`src/rtl/ob_xlate_pkg.sv`:
```
package ob_xlate_pkg;
  typedef enum logic [1:0] {
    W_RANGE_LO = 2'd0,
    W_RANGE_HI = 2'd1,
    W_MAP_LO   = 2'd2,
    W_MAP_HI   = 2'd3
  } word_sel_e;

  localparam int unsigned EN_BIT  = 0;
  localparam int unsigned SEL_LSB = 1;
endpackage

```
`src/rtl/ob_win_regs.sv`:
```
module ob_win_regs
  import ob_xlate_pkg::*;
#(
  parameter int unsigned NUM_WIN = 4,
  parameter int unsigned ADDR_W  = 64,
  parameter int unsigned DATA_W  = 32,
  parameter int unsigned REG_AW  = 4
) (
  input  logic                              clk_i,
  input  logic                              rst_ni,
  input  logic                              we_i,
  input  logic [REG_AW-1:0]                 addr_i,
  input  logic [DATA_W-1:0]                 wdata_i,
  output logic [DATA_W-1:0]                 rdata_o,
  output logic [NUM_WIN-1:0][ADDR_W-1:0]    range_o,
  output logic [NUM_WIN-1:0][ADDR_W-1:0]    map_o
);
  // Each 64-bit value is two register words (ADDR_W == 2*DATA_W)
  localparam int unsigned PAIR_W = REG_AW - 2;

  logic [NUM_WIN-1:0][ADDR_W-1:0] range_q, map_q;
  logic [PAIR_W-1:0] pair_idx;
  logic              pair_ok;
  word_sel_e         word_sel;

  assign pair_idx = addr_i[REG_AW-1:2];
  assign pair_ok  = 32'(pair_idx) < NUM_WIN;
  assign word_sel = word_sel_e'(addr_i[1:0]);

  always_ff @(posedge clk_i or negedge rst_ni) begin
    if (!rst_ni) begin
      range_q <= '0;
      map_q   <= '0;
    end else if (we_i && pair_ok) begin
      unique case (word_sel)
        W_RANGE_LO: range_q[pair_idx][DATA_W-1:0]      <= wdata_i;
        W_RANGE_HI: range_q[pair_idx][ADDR_W-1:DATA_W] <= wdata_i;
        W_MAP_LO:   map_q[pair_idx][DATA_W-1:0]        <= wdata_i;
        W_MAP_HI:   map_q[pair_idx][ADDR_W-1:DATA_W]   <= wdata_i;
      endcase
    end
  end

  always_comb begin
    rdata_o = '0;
    if (pair_ok) begin
      unique case (word_sel)
        W_RANGE_LO: rdata_o = range_q[pair_idx][DATA_W-1:0];
        W_RANGE_HI: rdata_o = range_q[pair_idx][ADDR_W-1:DATA_W];
        W_MAP_LO:   rdata_o = map_q[pair_idx][DATA_W-1:0];
        W_MAP_HI:   rdata_o = map_q[pair_idx][ADDR_W-1:DATA_W];
      endcase
    end
  end

  assign range_o = range_q;
  assign map_o   = map_q;

  for (genvar p = 0; p < NUM_WIN; p++) begin : g_chk
    assert_en_update_R3: assert property (@(posedge clk_i) disable iff (!rst_ni)
      (we_i && pair_ok && pair_idx == PAIR_W'(p) && word_sel == W_RANGE_LO)
      |=> (range_q[p][EN_BIT] == $past(wdata_i[EN_BIT])));

    assert_en_kept_R3: assert property (@(posedge clk_i) disable iff (!rst_ni)
      (!(we_i && pair_idx == PAIR_W'(p) && word_sel == W_RANGE_LO))
      |=> $stable(range_q[p][EN_BIT]));
  end
endmodule

```
`src/rtl/ob_win_match.sv`:
```
module ob_win_match
  import ob_xlate_pkg::*;
#(
  parameter int unsigned ADDR_W   = 64,
  parameter int unsigned MIN_LOG2 = 27,
  parameter int unsigned SEL_W    = 2,
  parameter int unsigned NSIZES   = 4
) (
  input  logic [ADDR_W-1:0] range_i,
  input  logic [ADDR_W-1:0] map_i,
  input  logic [ADDR_W-1:0] adj_addr_i,
  input  logic              adj_ok_i,
  output logic              match_o,
  output logic [ADDR_W-1:0] xl_addr_o
);
  logic [SEL_W-1:0]  sel;
  logic              sel_ok;
  logic [ADDR_W-1:0] low_mask;

  assign sel      = range_i[SEL_LSB +: SEL_W];
  assign sel_ok   = 32'(sel) < NSIZES;
  // Bits inside the window; control bits always fall below MIN_LOG2
  assign low_mask = (ADDR_W'(1) << (MIN_LOG2 + 32'(sel))) - ADDR_W'(1);

  assign match_o   = range_i[EN_BIT] && sel_ok && adj_ok_i &&
                     ((adj_addr_i & ~low_mask) == (range_i & ~low_mask));
  assign xl_addr_o = (map_i & ~low_mask) | (adj_addr_i & low_mask);
endmodule

```
`src/rtl/ob_hit_pick.sv`:
```
module ob_hit_pick #(
  parameter int unsigned NUM_WIN = 4,
  parameter int unsigned ADDR_W  = 64,
  parameter int unsigned WIN_W   = 2
) (
  input  logic                           clk_i,
  input  logic                           rst_ni,
  input  logic [NUM_WIN-1:0]             match_i,
  input  logic [NUM_WIN-1:0][ADDR_W-1:0] addr_i,
  output logic                           hit_o,
  output logic [WIN_W-1:0]               win_o,
  output logic [ADDR_W-1:0]              addr_o
);
  logic [NUM_WIN-1:0] grant;
  logic               found;

  always_comb begin
    grant = '0;
    found = 1'b0;
    win_o = '0;
    for (int i = 0; i < NUM_WIN; i++) begin
      if (match_i[i] && !found) begin
        grant[i] = 1'b1;
        found    = 1'b1;
        win_o    = WIN_W'(i);
      end
    end
  end

  always_comb begin
    addr_o = '0;
    for (int i = 0; i < NUM_WIN; i++) addr_o |= addr_i[i] & {ADDR_W{grant[i]}};
  end

  assign hit_o = |match_i;

  assert_grant_onehot_R8: assert property (@(posedge clk_i) disable iff (!rst_ni)
    $onehot0(grant) && ((grant != '0) == hit_o));

  for (genvar i = 0; i < NUM_WIN; i++) begin : g_prio
    localparam logic [NUM_WIN-1:0] BELOW = NUM_WIN'((64'd1 << i) - 64'd1);
    assert_grant_lowest_R8: assert property (@(posedge clk_i) disable iff (!rst_ni)
      grant[i] |-> (match_i[i] && (match_i & BELOW) == '0));
  end
endmodule

```
`src/rtl/ob_addr_xlate.sv`:
```
module ob_addr_xlate #(
  parameter int unsigned              NUM_WIN     = 4,
  parameter int unsigned              ADDR_W      = 64,
  parameter int unsigned              DATA_W      = 32,
  parameter logic [ADDR_W-1:0]        HOST_OFFSET = 64'h0000_0000_8000_0000,
  parameter int unsigned              MIN_LOG2    = 27,
  parameter int unsigned              MAX_SIZES   = 4,
  parameter int unsigned              PAIR_NSIZES [NUM_WIN] = '{2, 2, 4, 4},
  localparam int unsigned             REG_AW      = $clog2(NUM_WIN * 4),
  localparam int unsigned             SEL_W       = $clog2(MAX_SIZES),
  localparam int unsigned             WIN_W       = $clog2(NUM_WIN)
) (
  input  logic              clk_i,
  input  logic              rst_ni,
  input  logic              reg_we_i,
  input  logic [REG_AW-1:0] reg_addr_i,
  input  logic [DATA_W-1:0] reg_wdata_i,
  output logic [DATA_W-1:0] reg_rdata_o,
  input  logic              xl_valid_i,
  input  logic [ADDR_W-1:0] xl_addr_i,
  output logic              xl_valid_o,
  output logic              xl_hit_o,
  output logic              xl_miss_o,
  output logic [WIN_W-1:0]  xl_win_o,
  output logic [ADDR_W-1:0] xl_addr_o
);
  logic [NUM_WIN-1:0][ADDR_W-1:0] range_w, map_w, cand_addr;
  logic [NUM_WIN-1:0]             match;
  logic [ADDR_W:0]                diff;
  logic [ADDR_W-1:0]              adj_addr, pick_addr;
  logic                           adj_ok, pick_hit;
  logic [WIN_W-1:0]               pick_win;

  ob_win_regs #(
    .NUM_WIN(NUM_WIN), .ADDR_W(ADDR_W), .DATA_W(DATA_W), .REG_AW(REG_AW)
  ) u_regs (
    .clk_i  (clk_i),
    .rst_ni (rst_ni),
    .we_i   (reg_we_i),
    .addr_i (reg_addr_i),
    .wdata_i(reg_wdata_i),
    .rdata_o(reg_rdata_o),
    .range_o(range_w),
    .map_o  (map_w)
  );

  // Borrow out of the subtraction marks an address below the host offset
  assign diff     = {1'b0, xl_addr_i} - {1'b0, HOST_OFFSET};
  assign adj_ok   = ~diff[ADDR_W];
  assign adj_addr = diff[ADDR_W-1:0];

  for (genvar g = 0; g < NUM_WIN; g++) begin : g_win
    ob_win_match #(
      .ADDR_W(ADDR_W), .MIN_LOG2(MIN_LOG2), .SEL_W(SEL_W), .NSIZES(PAIR_NSIZES[g])
    ) u_match (
      .range_i   (range_w[g]),
      .map_i     (map_w[g]),
      .adj_addr_i(adj_addr),
      .adj_ok_i  (adj_ok),
      .match_o   (match[g]),
      .xl_addr_o (cand_addr[g])
    );
  end

  ob_hit_pick #(
    .NUM_WIN(NUM_WIN), .ADDR_W(ADDR_W), .WIN_W(WIN_W)
  ) u_pick (
    .clk_i  (clk_i),
    .rst_ni (rst_ni),
    .match_i(match),
    .addr_i (cand_addr),
    .hit_o  (pick_hit),
    .win_o  (pick_win),
    .addr_o (pick_addr)
  );

  always_ff @(posedge clk_i or negedge rst_ni) begin
    if (!rst_ni) begin
      xl_valid_o <= 1'b0;
      xl_hit_o   <= 1'b0;
      xl_miss_o  <= 1'b0;
      xl_win_o   <= '0;
      xl_addr_o  <= '0;
    end else begin
      xl_valid_o <= xl_valid_i;
      xl_hit_o   <= xl_valid_i && pick_hit;
      xl_miss_o  <= xl_valid_i && !pick_hit;
      xl_win_o   <= (xl_valid_i && pick_hit) ? pick_win : '0;
      xl_addr_o  <= (xl_valid_i && pick_hit) ? pick_addr : '0;
    end
  end

  assert_below_offset_miss_R4: assert property (@(posedge clk_i) disable iff (!rst_ni)
    (xl_valid_i && xl_addr_i < HOST_OFFSET) |=> (xl_miss_o && !xl_hit_o));

  assert_low_bits_pass_R6: assert property (@(posedge clk_i) disable iff (!rst_ni)
    (xl_valid_i && pick_hit) |=> (xl_addr_o[MIN_LOG2-1:0] == $past(adj_addr[MIN_LOG2-1:0])));

  assert_miss_zero_R9: assert property (@(posedge clk_i) disable iff (!rst_ni)
    xl_miss_o |-> (xl_addr_o == '0 && xl_win_o == '0 && !xl_hit_o));

  assert_result_latency_R10: assert property (@(posedge clk_i) disable iff (!rst_ni)
    xl_valid_i |=> (xl_valid_o && (xl_hit_o != xl_miss_o)));

  assert_idle_quiet_R10: assert property (@(posedge clk_i) disable iff (!rst_ni)
    !xl_valid_i |=> (!xl_valid_o && !xl_hit_o && !xl_miss_o));
endmodule

```
`config.mk`:
```
export PLATFORM = sky130hd
export DESIGN_NAME = ob_addr_xlate
export DESIGN_NICKNAME = d
export VERILOG_FILES = /design/src/rtl/ob_xlate_pkg.sv /design/src/rtl/ob_win_regs.sv /design/src/rtl/ob_win_match.sv /design/src/rtl/ob_hit_pick.sv /design/src/rtl/ob_addr_xlate.sv
export SDC_FILE = /design/constraint.sdc
export NUM_CORES = 1
export LEC_CHECK = 0
export BUFFER_PORTS_ARGS = -buffer_cell sky130_fd_sc_hd__buf_4
export CAP_MARGIN = 30
export CORE_ASPECT_RATIO = 1.1
export CORE_MARGIN = 5
export CORE_UTILIZATION = 32
export CTS_CLUSTER_SIZE = 16
export DETAILED_ROUTE_END_ITERATION = 8
export PLACE_DENSITY = 0.56
export SLEW_MARGIN = 30
export SYNTH_ARGS = -nofsm -noshare
export SYNTH_HDL_FRONTEND = slang
export SYNTH_HIERARCHICAL = 1
export SYNTH_SLANG_ARGS = --single-unit
export TNS_END_PERCENT = 100
```
`constraint.sdc`:
```
create_clock -name clk_i -period 2.7 [get_ports clk_i]
set_clock_uncertainty 0.1 [all_clocks]
set_input_delay 0.27 -clock clk_i [delete_from_list [all_inputs] [get_ports clk_i]]
set_output_delay 0.27 -clock clk_i [all_outputs]
set_load 0.01 [all_outputs]
```
==> summary.md, run 1 <==
| Metric | Value |
|---|---|
| Status | `complete, but fails checks` |
| Failing checks | `negative setup slack` |
| Vias in the first global route | `approximately 23000` |
| Drt initial violations | `1315` |
| Max clock buf depth | `3` |
| Pleak | `approximately 17 nW` |
| Max_slew headroom | `a little over two fifths` |
| Largest net degree at the start of global routing | `75` |
| DRC | `0` |
| Commonest cells after routing, fill and taps aside | `dfrtp_1, mux2_2, buf_4` |
| Synth Warn # | `6` |
| DR vias | `20892` |
| R2r setup slk | `-640 ps` |
| Req. time, crit path | `3190 ps` |
| Critical path depth | `19` |
| DRT Wirelength | `around 110000 µm` |
| Worst-path cell chain | `buf_6 > or3_4 > or3_4 > nor4_4 > nand4b_1 > xnor2_2 > buf_4 > buf_4 > xnor2_1 > nand4_1 > nor4_2 > and4_1 > nor4b_4 > buf_6 > buf_12 > clkbuf_16 > a22oi_1 > o21ai_1 > and3_1` |
| Post-DP Area | `between 30000 and 40000 µm²` |
| FF+latch area | `14500 µm²` |
| Post-synthesis mux area share | `29.4%` |
| Final setup vio count | `68` |
| DR vias/cell | `5.28` |
| # fillers | `~8900` |
| Worst r2r dst | `xl_addr_o[13]$_DFF_PN0_` |
| Worst EP arrival | `roughly 4200 ps` |
| Core box area | `~96000 µm²` |
| Reg2Reg Depth | `16` |
| Post-Syn Area | `a little over 30000 µm²` |
| CP Class | `in -> reg` |
| Largest family of logic cells by synthesized area | `multiplexers` |
| Post-synth EDFFs | `0` |
| ANT nets after route | `0` |
| Final hold violation count | `0` |
| Full die area | `between 100000 and 150000 µm²` |
| Area grow syn2layout | `26.0%` |
| Total Nets Final | `2750` |
| TritonCTS clock tree | `yes` |
| Register area share after synthesis | `a little under half` |
| DR WL/cell | `26.6 µm` |
| Met2 WL | `a little over 50000 µm` |
| Ratio of cells with drive above 1 in the final layout | `53.0%` |
| Final min period | `around 3700 ps` |
| Grt total ovfl | `0` |
| Fmax achieved | `roughly 270 MHz` |
| Final WS setup | `-965 ps` |
| Final Max Tran Viols | `0` |
| Synth Area in Compound Gates | `around 6.3%` |
| Commonest non-fill, non-tap cell in the layout | `dfrtp_1` |
| CTS HTree Levels | `2` |
| Worst r2r src | `u_regs/range_o[193]$_DFFE_PN0P_` |
| Synth cell types | `50` |
| Diodes inserted | `0` |
| Pre-CTS WS | `-1840 ps` |
| Post-Synth Adder-Cell Area | `less than 1%` |
| RSZ-0062 raised after global routing | `true` |
| Hold WS | `65.8 ps` |
| Final worst-path cycle share | `136%` |
| Cell family with most CP delay | `simple AND/OR/NAND/NOR gates` |
| Mapped Cells | `2400` |
| Clk Latency, worst-skew pair | `roughly 660 ps` |
| Dpl cells | `roughly 3700` |
| CP Launch Type | `input port` |
| First-pass GRT wire length | `around 150000 µm` |
| Die height | `roughly 340 µm` |
| Post-DP HPWL | `slightly above 70000 µm` |
| Pwr per Cell Area | `approximately 700 nW/µm²` |
| WP buf/inv | `6` |
| Die X | `307 µm` |
| Top routing layer in use | `met4` |
| Top Ports | `approximately 200` |
| Worst path max stage delay | `approximately 400 ps` |
| Slew of the pin with the lowest slew margin | `approximately 840 ps` |
| CTS Root Cell | `clkbuf_16` |
| CP Launch Point | `xl_addr_i[46]` |
| Multi-input logic area | `about 15000 µm²` |
| Overall routing resource usage | `19.8%` |
| Cell Rows | `about 120` |
| Starting density of the core | `about 32%` |
| DRT Pass-1 Iters | `5` |
| Clk slew on worst S/H paths | `approximately 60 ps` |
| Post-Synth XOR/XNOR Area | `approximately 5.3%` |
| Post-synthesis register bit count | `~580` |
| Met3 Wirelength | `~5300 µm` |
| End point of the critical path | `xl_addr_o[13]$_DFF_PN0_` |
| Syn_area_per_cell | `around 13 µm²` |
| Post-synthesis simple-gate area fraction | `between 4 and 5%` |
| Critical path fanouts, max | `8` |
| Slowest cell on crit path | `or3_4` |
| Max_cap viols | `0` |
| Initial antenna violation count | `1` |
| Fin area | `approximately 39000 µm²` |
| # clock sinks | `approximately 580` |
| CTS Buf Count | `61` |
| Synth Flop Type | `dfrtp_1` |
| Maximum VDD drop | `about 0.54 mV` |
| PnR Total Power | `around 27 mW` |
| RD Place Congestion | `about 0.92` |
| Port-buffer cells | `between 200 and 250` |
| Min-delay worst type | `in -> reg` |
| Asr flop ratio synth | `100%` |
| Routed length on met1 | `approximately 45000 µm` |
| Setup crit end kind | `flip-flop` |
| Layout Cells excl Fill | `slightly below 4000` |
## Yosys cell counts, types with 8 or more instances
cell,instances,area share (%)
conb_1,8,0.097
mux2_1,24,0.87
and3_1,68,1.4
inv_1,9,0.11
o21ai_1,23,0.37
buf_6,9,0.33
xnor2_1,96,2.7
nand2_1,49,0.59
nor4_1,18,0.36
clkbuf_1,201,2.4
a22oi_1,194,4.7
nor2_1,29,0.35
dfrtp_1,581,47
o21ai_0,44,0.71
mux2_2,530,19
ha_1,11,0.44
nor4_2,10,0.40
mux4_2,128,9.3
nor3_1,14,0.23
nand4_1,19,0.38
buf_2,64,1.0
buf_4,117,2.8
xor2_1,92,2.6
## registers in the layout (all words and copies together) (netlist names)
signal and count:
xl_valid_o 1, u_regs/map_o 256, xl_miss_o 1, xl_addr_o 64
u_regs/range_o 256, xl_win_o 2, xl_hit_o 1
## kinds of logic after synthesis
group / Yosys count
flip-flops: 581
other: 8
buffers and inverters: 405
AND/OR/NAND/NOR: 246
adder cells (fa/ha/maj): 11
XOR/XNOR: 188
multiplexers: 682
AO/OA/AOI/OAI: 279
## report_power, final
group | switching [mW] | internal [mW] | leakage (nW) | total [mW]
sequential | 1.39 | 10.5 | 7.24 | 11.9
clock | 3.71 | 5.36 | 1.06 | 9.08
combinational | 2.79 | 3.59 | 8.38 | 6.38
total | 7.90 | 19.5 | 16.7 | 27.4
## routing by layer
metal / track usage (%) / vias to the layer above
met5: 0 / -
met2: 33.8 / 554
met4: 6.31 / 0
met1: 25.9 / 11093
li1: - / 9093
met3: 3.51 / 152
## layout make-up
type / count / area share (%)
Multi-Input combinational cell: 1420 / 39.0
Inverter: 9 / 0.0865
Clock buffer: 91 / 4.58
Tap cell: 1270 / 4.07
Timing Repair Buffer: 562 / 14.1
Sequential cell: 581 / 37.2
Clock inverter: 23 / 0.945
## worst min path at each step
stage | from | endpoint | cells past startpoint
floorplan | rst_ni | u_regs/map_o[0]$_DFFE_PN0P_ | 0
global placement | rst_ni | u_regs/range_o[136]$_DFFE_PN0P_ | 1
detailed placement | rst_ni | u_regs/range_o[136]$_DFFE_PN0P_ | 1
CTS | xl_valid_i | xl_valid_o$_DFF_PN0_ | 1
global route | xl_valid_i | xl_valid_o$_DFF_PN0_ | 1
finish | xl_valid_i | xl_valid_o$_DFF_PN0_ | 1
## metrics by stage
step	setup TNS, ps	util, %
after global placement	-120670	36.3
after CTS	-55380	40.2
after detailed placement	-118980	36.3
after floorplan	-74940	-
after global routing	-65890	40.7
final	-59420	40.7
## timing repair
| action | 4_1_cts | 5_1_grt |
|---|---|---|
| endpoints found under the setup margin | 79 | 78 |
| hold buffers | 57 | 0 |
| endpoints found under the hold margin | 628 | 0 |
| cloned | 11 | 6 |
| setup buffers | 23 | 9 |
| pin swaps | 39 | 54 |
| resized for setup | 149 | 59 |
Power figures use the tool's default switching activity.
==> run 2, diff against run 1 <==
- CORE_UTILIZATION: 32 -> 30
- PLACE_DENSITY: 0.56 -> 0.54
==> run 2 against run 1 <==
- the flow still finishes with violations (negative setup slack)
- setup slack worse by 8.2 ps
- core utilization down 2.2 points
- wire length up 2.1%
- critical endpoint is now xl_addr_o[31]$_DFF_PN0_
- cell area up 1.1%
- sequential share of layout area down 0.39 points
- global-route usage down 1.2 points
- combinational power about the same
- highest routed layer is now met5
- clock power up 2%
- count of clock-buffer cells in the layout up 5
- fmax down 0.22%
- die area up 6.5%
==> summary.md, run 2 (same netlist as run 1, synthesis figures left out) <==
| Metric | Value |
|---|---|
| Overall routing resource usage | `18.6% (-1.2 points)` |
| Worst EP arrival | `4090 ps (-70 ps)` |
| ANT nets after route | `0 (unchanged)` |
| Pwr per Cell Area | `699 nW/µm² (-0.31%)` |
| Failing checks | `negative setup slack` |
| DR vias | `20886 (-0.029%)` |
| Clk Latency, worst-skew pair | `640 ps (-20 ps)` |
| Final worst-path cycle share | `136% (+0.30 points)` |
| Dpl cells | `3857 (+3.2%)` |
| Min-delay worst type | `in -> reg` |
| Final min period | `3670 ps (+8.16 ps)` |
| DR WL/cell | `26.4 µm (-0.77%)` |
| Setup_tns | `-60870 ps (-1450 ps)` |
| Final Max Tran Viols | `0 (unchanged)` |
| Critical path fanouts, max | `4 (-4)` |
| Status | `complete, but fails checks` |
| # fillers | `9616 (+7.6%)` |
| Starting density of the core | `30.3% (-2.0 points)` |
| Commonest non-fill, non-tap cell in the layout | `dfrtp_1` |
| Commonest cells after routing, fill and taps aside | `dfrtp_1, mux2_2, buf_4` |
| Max_cap viols | `0 (unchanged)` |
| Core box area | `102000 µm² (+6.7%)` |
| CP Launch Type | `input port` |
| Max_slew headroom | `45.5% (+1.6 points)` |
| Fmax achieved | `272 MHz (-0.22%)` |
| Pleak | `16.7 nW (+0.21%)` |
| Slew of the pin with the lowest slew margin | `818 ps (-23.3 ps)` |
| First-pass GRT wire length | `153000 µm (-0.59%)` |
| Die X | `316 µm (+3.2%)` |
| DRT Pass-1 Iters | `5 (unchanged)` |
| Area grow syn2layout | `27.4%` |
| CTS Buf Count | `68 (+11%)` |
| DR vias/cell | `5.13 (-2.8%)` |
| Req. time, crit path | `3120 ps (-70 ps)` |
| Full die area | `110000 µm² (+6.5%)` |
| RD Place Congestion | `0.908 (-1.5%)` |
| Max clock buf depth | `3 (unchanged)` |
| # clock sinks | `581 (unchanged)` |
| Grt total ovfl | `0 (unchanged)` |
| Final setup vio count | `68 (unchanged)` |
| Setup crit end kind | `flip-flop` |
| Post-DP HPWL | `72900 µm (+3.0%)` |
| Finished Core Util | `38.5% (-2.2 points)` |
| Largest net degree at the start of global routing | `98 (+31%)` |
| Final hold violation count | `0 (unchanged)` |
| Pre-CTS WS | `-1990 ps (-153 ps)` |
| DRT Wirelength | `107000 µm (+2.1%)` |
| Top Ports | `205 (unchanged)` |
| TritonCTS clock tree | `yes` |
| RSZ-0062 raised after global routing | `true` |
| CP Class | `in -> reg` |
| Vias in the first global route | `22819 (+0.49%)` |
| Final WS setup | `-973 ps (-8.16 ps)` |
| CTS Root Cell | `clkbuf_16` |
| Total Nets Final | `2759 (+0.33%)` |
| Clk slew on worst S/H paths | `60 ps (about the same)` |
| DRC | `0 (unchanged)` |
| Die height | `347 µm (+3.2%)` |
| Initial antenna violation count | `8 (+7)` |
| Drt initial violations | `1283 (-2.4%)` |
| Ratio of cells with drive above 1 in the final layout | `54.2% (+1.2 points)` |
| Port-buffer cells | `204 (unchanged)` |
| CTS HTree Levels | `3 (+1)` |
| Cell Rows | `123 (+3.4%)` |
| Maximum VDD drop | `0.470 mV (-12%)` |
| Layout Cells excl Fill | `4069 (+2.9%)` |
run 2: worst paths after layout:
check | from | end | slack, ps | cells past startpoint
worst min register to register | u_regs/map_o[212]$_DFFE_PN0P_ | u_regs/map_o[212]$_DFFE_PN0P_ | 400 | 1
max in group asynchronous | rst_ni | u_regs/map_o[13]$_DFFE_PN0P_ | 1360 | 3
worst min-delay path | reg_wdata_i[13] | u_regs/range_o[141]$_DFFE_PN0P_ | 30 | 2
worst max register to register | u_regs/range_o[129]$_DFFE_PN0P_ | xl_addr_o[48]$_DFF_PN0_ | -600 | 15
min in group asynchronous | rst_ni | u_regs/map_o[5]$_DFFE_PN0P_ | 130 | 2
worst max-delay path | xl_addr_i[46] | xl_addr_o[31]$_DFF_PN0_ | -970 | 21
run 2: critical path: stages:
cell and delay, ps:
buf_6 90, or3_4 400, or3_4 370, nor4_4 200, buf_4 170, nand4b_1 170, xnor2_2 200, buf_6 140
xor2_4 200, nor4_4 230, nand4_1 290, nor4_4 230, buf_6 150, nor4b_4 50, buf_6 140, buf_4 120
buf_6 120, clkbuf_16 150, a22oi_2 130, o21ai_2 100, and3_1 150
run 2: metrics by stage:
step | hold WS, ps | cell area (µm²) | total power [mW]
2_1_floorplan | -126 | 31100 | 15.7
3_3_place_gp | 213 | 35100 | 17.8
3_5_place_dp | 225 | 35100 | 18.1
4_1_cts | 4.42 | 38000 | 27.6
5_1_grt | 23.4 | 39400 | 28.8
6_report | 26.7 | 39500 | 27.6
run 2: report_power, final:
part	internal [mW]	switching, mW	total (mW)
registers	10.5	1.42	11.9
clock network	5.42	3.82	9.25
logic	3.57	2.81	6.38
total	19.5	8.06	27.6
run 2: final cells by class:
| class | instances | area, µm² | area share [%] |
|---|---|---|---|
| repair buffers | 564 | 5520 | 14.0 |
| flip-flops and latches | 581 | 14500 | 36.9 |
| clock inverters | 22 | 320 | 0.812 |
| well taps | 1375 | 1720 | 4.36 |
| diodes | 2 | 5.00 | 0.0127 |
| clock buffers | 96 | 1900 | 4.81 |
| multi-input cells | 1420 | 15400 | 39.1 |
| inverters | 9 | 33.8 | 0.0856 |
run 2: what timing repair did:
item	CTS	global route
endpoints found under the setup margin	73	74
endpoints found under the hold margin	510	0
cloned	0	18
pin swaps	12	101
resized for setup	45	189
buffers inserted	3	19
hold buffers	55	0
run 2: layer usage:
layer | vias up | part of all wire (%) | global-route usage (%) | routed length (µm)
met1 | 11049 | 42 | 24.0 | 45100
met3 | 189 | 5.2 | 3.60 | 5560
li1 | 9092 | - | - | -
met4 | 6 | 4.3 | 7.80 | 4650
met5 | - | 0.037 | 0 | 40
met2 | 550 | 48 | 30.8 | 51900
